--- config.mk ---
export PLATFORM = sky130hd
export DESIGN_NAME = mclut_cell
export DESIGN_NICKNAME = d
export VERILOG_FILES = /design/src/rtl/mclut_pkg.sv /design/src/rtl/mclut_ctl.sv /design/src/rtl/mclut_dp.sv /design/src/rtl/mclut_cell.sv
export SDC_FILE = /design/constraint.sdc
export NUM_CORES = 1
export LEC_CHECK = 0
export ABC_AREA = 1
export BUFFER_PORTS_ARGS = -buffer_cell sky130_fd_sc_hd__buf_2
export CORE_MARGIN = 3
export CORE_UTILIZATION = 60
export CTS_CLUSTER_DIAMETER = 100
export CTS_CLUSTER_SIZE = 14
export DETAILED_ROUTE_END_ITERATION = 8
export PLACE_DENSITY = 0.82
export REMOVE_ABC_BUFFERS = 1
export SLEW_MARGIN = 20
export SYNTH_ARGS = -nofsm -noshare
export SYNTH_HDL_FRONTEND = slang
export SYNTH_SLANG_ARGS = --single-unit
--- constraint.sdc ---
create_clock -name clk -period 1.8 [get_ports clk]
set_input_delay 0.18 -clock clk [delete_from_list [all_inputs] [get_ports clk]]
set_output_delay 0.18 -clock clk [all_outputs]
set_load 0.03 [all_outputs]
--- src/rtl/mclut_pkg.sv ---
package mclut_pkg;
  parameter int LUT_K  = 4;
  parameter int NCTX   = 4;
  parameter int NCAND  = 8;
  parameter int CTX_W  = $clog2(NCTX);
  parameter int SEL_W  = $clog2(NCAND);
  parameter int TT_W   = 1 << LUT_K;
  parameter int NEXT   = NCAND - 1;
  parameter int CFG_W  = TT_W + LUT_K * SEL_W + 1;

  // register enable on top, then the selects (input 0 lowest), then the truth table
  typedef struct packed {
    logic                        regEn;
    logic [LUT_K-1:0][SEL_W-1:0] sel;
    logic [TT_W-1:0]             truth;
  } cfg_t;

  typedef struct packed {
    logic [NCTX-1:0]  slotWr;
    logic [CTX_W-1:0] rdCtx;
  } strobe_t;
endpackage

--- src/rtl/mclut_ctl.sv ---
module mclut_ctl
  import mclut_pkg::*;
(
  input  logic [CTX_W-1:0] ctxId,
  input  logic             cfgWe,
  input  logic [CTX_W-1:0] cfgSlot,
  output strobe_t          strb
);
  for (genvar s = 0; s < NCTX; s++) begin : g_dec
    assign strb.slotWr[s] = cfgWe && (cfgSlot == CTX_W'(s));
  end
  assign strb.rdCtx = ctxId;
endmodule

--- src/rtl/mclut_dp.sv ---
module mclut_dp
  import mclut_pkg::*;
#(
  parameter bit PIPE_CTX = 1'b1
) (
  input  logic             clk,
  input  logic             rstN,
  input  strobe_t          strb,
  input  logic [CFG_W-1:0] cfgWord,
  input  logic [NEXT-1:0]  extIn,
  output logic             lutOut,
  output logic             regQ,
  output logic [CFG_W-1:0] rdWord,
  output logic [CFG_W-1:0] effWord
);
  cfg_t slotMem [NCTX];
  cfg_t effCfg;
  logic [NCAND-1:0] cand;
  logic [LUT_K-1:0] addr;

  for (genvar s = 0; s < NCTX; s++) begin : g_slot
    always_ff @(posedge clk or negedge rstN) begin
      if (!rstN)                slotMem[s] <= '0;
      else if (strb.slotWr[s])  slotMem[s] <= cfg_t'(cfgWord);
    end
  end

  assign rdWord = slotMem[strb.rdCtx];

  if (PIPE_CTX) begin : g_staged
    logic [CFG_W-1:0] stageQ;
    always_ff @(posedge clk or negedge rstN) begin
      if (!rstN) stageQ <= '0;
      else       stageQ <= rdWord;
    end
    assign effWord = stageQ;
  end else begin : g_flat
    assign effWord = rdWord;
  end

  assign effCfg = cfg_t'(effWord);
  assign cand   = {extIn, regQ};

  for (genvar i = 0; i < LUT_K; i++) begin : g_route
    assign addr[i] = cand[effCfg.sel[i]];
  end

  assign lutOut = effCfg.truth[addr];

  always_ff @(posedge clk or negedge rstN) begin
    if (!rstN)             regQ <= 1'b0;
    else if (effCfg.regEn) regQ <= lutOut;
  end
endmodule

--- src/rtl/mclut_cell.sv ---
module mclut_cell
  import mclut_pkg::*;
#(
  parameter bit PIPE_CTX = 1'b1
) (
  input  logic             clk,
  input  logic             rstN,
  input  logic [CTX_W-1:0] ctxId,
  input  logic [NEXT-1:0]  extIn,
  input  logic             cfgWe,
  input  logic [CTX_W-1:0] cfgSlot,
  input  logic [CFG_W-1:0] cfgWord,
  output logic             lutOut,
  output logic             regQ
);
  strobe_t          strb;
  logic [CFG_W-1:0] rdWord;
  logic [CFG_W-1:0] effWord;

  mclut_ctl u_ctl (
    .ctxId(ctxId), .cfgWe(cfgWe), .cfgSlot(cfgSlot), .strb(strb)
  );

  mclut_dp #(.PIPE_CTX(PIPE_CTX)) u_dp (
    .clk(clk), .rstN(rstN), .strb(strb), .cfgWord(cfgWord), .extIn(extIn),
    .lutOut(lutOut), .regQ(regQ), .rdWord(rdWord), .effWord(effWord)
  );
endmodule

==> results.md <==
* Hold WC Path Type: primary input to asynchronous set/reset pin
* Hold Slack at 135.7 ps
* Area after DPL at about 0.0067 mm2
* Post-synth EDFFs at 0
* Final ANT Viol Nets at 0
* Worst Slack Setup Final at -559.8 ps
* IO Pins at 45
* Core outline area at 0.009955 mm2
* Final Max Slew Viols at 0
* DR vias/cell at just under 6
* Most frequent cell after synthesis: nand2_1
* # diodes at 0
* Pwr Density at ~1200 mW/mm2
* Status: finished, violations left
* FF-to-FF setup slack at around 100 ps
* Max Cap Viol at 0
* Post-layout util at 0.7799
* Starting Density at 0.6293
* Clk_lat worst skew at about 540 ps
* Antenna violations before repair at 0
* Data required, critical path at 1620 ps
* Area contributors post-synth: dfrtp_1 (58%), nand2_1 (9.3%), o21ai_1 (9.3%)
* Rel. slew slack at 0.7012
* GRT Total Usage at 0.2922
* Die area at 0.01170 mm2
* Max Fanout on Critical Path at 8
* Top cell type's share of synthesized area at 0.5832
* Finish-stage setup viols at 1
* Synth warnings at 0
* Clk root buf: clkbuf_8
* Gate Count Post-Synth at a little over 700
* Vias post-DR at 5471
* Wire per inst at 17.32 um
* Site Rows at 36
* GPL Wtd Cong at 0.9285
* Ys flop type: dfrtp_1
* Input/output buffers at 44
* H-tree depth at 4
* Clock group share of total power at 0.381
* Layout area overhead at 23.93%
* Simple-gate share of the synthesized area at 0.1704
* Final min period at 2360 ps
* Peak VDD IR at 690.8 uV
* Fmax at between 400 and 500 MHz
* Sw Share at 0.2904
* Share of layout cells above drive strength 1 at 0.1731
* Hpwl dp at roughly 9000 um
* Area of the multi-input gates at approximately 0.0024 mm2
* Reg clk slew, reported paths at 60 ps
* First-pass GRT wire length at approximately 26000 um
* Mean Syn Cell Area at between 8 and 9 um2
* Leak Pwr at 3.735 nW
* Failing checks: negative setup slack
* Cell taking the most area after synthesis: dfrtp_1
* Net Switching at 2.758 mW
* Num CTS Buffers at 17
* Final instance area at approximately 0.0078 mm2
* RSZ-0062 raised after global routing: yes
* Largest net degree at the start of global routing at slightly below 60
* Seq cells post-synth at around 150
* Vias in the first global route at approximately 5500
* Comb pwr share at 0.185
* Die span in y at around 110 um
* Netlist area before placement at 0.006265 mm2
* Commonest cells in the netlist: nand2_1 (156), dfrtp_1 (146), o21ai_1 (117), o21ai_0 (69), nor2_1 (60)
* Worst Tran Pin Value at ~450 ps
* Final TNS setup at -559.8 ps
* Compound-Gate Fraction of Synth Area at 0.1879
* Die X at 108.2 um
* Final Hold Vio Count at 0
* Combinational family with the most area after synthesis: compound AO/OA/AOI/OAI gates
* Final period utilization at 1.311
* Mux cell area share after synthesis at 0
* Post-Synth XOR/XNOR Area at 0
* Worst clock skew at approximately 5.4 ps
* Sequential cell area at around 0.0037 mm2
* # fillers at 636
* Final Net Count at ~830
* Startpoint class of the critical path: register
* Drt pass-1 iters at 7
* Fraction of registers with async set/reset at 1.000
* CTS tree: built
* DRT iter0 DRCs at 561
* Worst Path Arrival at 2180 ps
* Adder-cell share of the synthesized area at 0
* CTS Buffer Depth at 2
* Post-synthesis sequential area ratio at 0.5832
* Int Power at a little under 7 mW
* Sequential Power Share at 0.434
* Crit. End Element: output pin
* Total Wirelength at ~16000 um
* CP Class: register to output pin
* Clock Sinks at 146
* Yosys cell types at 20
* Grt total ovfl at 0
* DRC errors left at 0
layout by cell type, fill, tap and decap left out, types with 14 or more instances in the layout:
cell,instances
o21ai_1,118
o22ai_1,29
inv_1,45
dfrtp_1,145
nand2_1,145
clkbuf_16,16
buf_2,42
o21ai_0,68
nand2_2,14
dlygate4sd3_1,30
nor2_1,60
power groups by stage:
stage          Sequential, mW  Combinational (mW)  Clock, mW
2_1_floorplan            4.09               0.990          0
3_3_place_gp             4.12                1.37          0
3_5_place_dp             4.15                1.46          0
4_1_cts                  4.10                1.60       3.63
5_1_grt                  4.17                1.97       3.78
6_report                 4.12                1.76       3.61
flip-flops by register name, indices dropped and copies added, names as in the netlist:
name,flops
u_dp.slotMem,116
u_dp.effWord,29
u_dp.regQ,1
metrics by stage:
step | total power [mW] | cells | setup WS (ps)
3_5_place_dp | 5.604 | 868 | 99.18
4_1_cts | 9.323 | 933 | -439.7
6_report | 9.496 | 936 | -559.8
3_3_place_gp | 5.493 | 868 | 180.5
2_1_floorplan | 5.079 | 677 | 115.5
5_1_grt | 9.923 | 936 | -645.6
what timing repair did:
action / 4_1_cts / 5_1_grt
gates cloned: 2 / 0
pin swaps: 5 / 9
hold endpoints to repair: 215 / 0
setup buffers: 2 / 3
resized for setup: 2 / 25
hold buffers: 30 / 0
setup endpoints to repair: 1 / 1
layout make-up:
type / count / share of cell area
Inverter: 53 / 0.02562
Tap cell: 133 / 0.02143
Clock inverter: 13 / 0.02401
Clock buffer: 18 / 0.05383
Sequential cell: 146 / 0.4707
Timing Repair Buffer: 93 / 0.09670
Multi-Input combinational cell: 480 / 0.3077
cell families after synthesis:
kind of cell	after synthesis
AO/OA/AOI/OAI	227
buffers and inverters	95
flip-flops	146
AND/OR/NAND/NOR	251
final timing paths:
kind,cells after the start,from,to
hold reg to reg,2,u_dp.effWord[28]$_DFF_PN0_,u_dp.regQ$_DFFE_PN0P_
max in group asynchronous,3,rstN,u_dp.slotMem[108]$_DFFE_PN0P_
hold / removal,2,rstN,u_dp.slotMem[25]$_DFFE_PN0P_
min in group clk,4,ctxId[0],u_dp.effWord[23]$_DFF_PN0_
setup / recovery,12,u_dp.effWord[16]$_DFF_PN0_,lutOut
setup reg to reg,13,u_dp.effWord[16]$_DFF_PN0_,u_dp.regQ$_DFFE_PN0P_
worst max-delay path, stage by stage (launching register included):
cell and delay [ps]:
dfrtp_1 440, inv_2 130, nand2_2 80, nand3_4 90
nand3_4 140, nand2_8 140, nand2_2 60, nand2_2 80
nand2_1 100, nand3_2 100, nand3_2 60, nand2_2 90
buf_6 140
per-layer routing:
metal  track usage  vias up  wire length, um
met1        0.3669     2616             6453
li1              -     2531                -
met5             0        -                0
met3       0.05672       66             1129
met4        0.1596        0              617
met2        0.4796      258             8006
No activity file was read; power rests on OpenSTA's default activity.
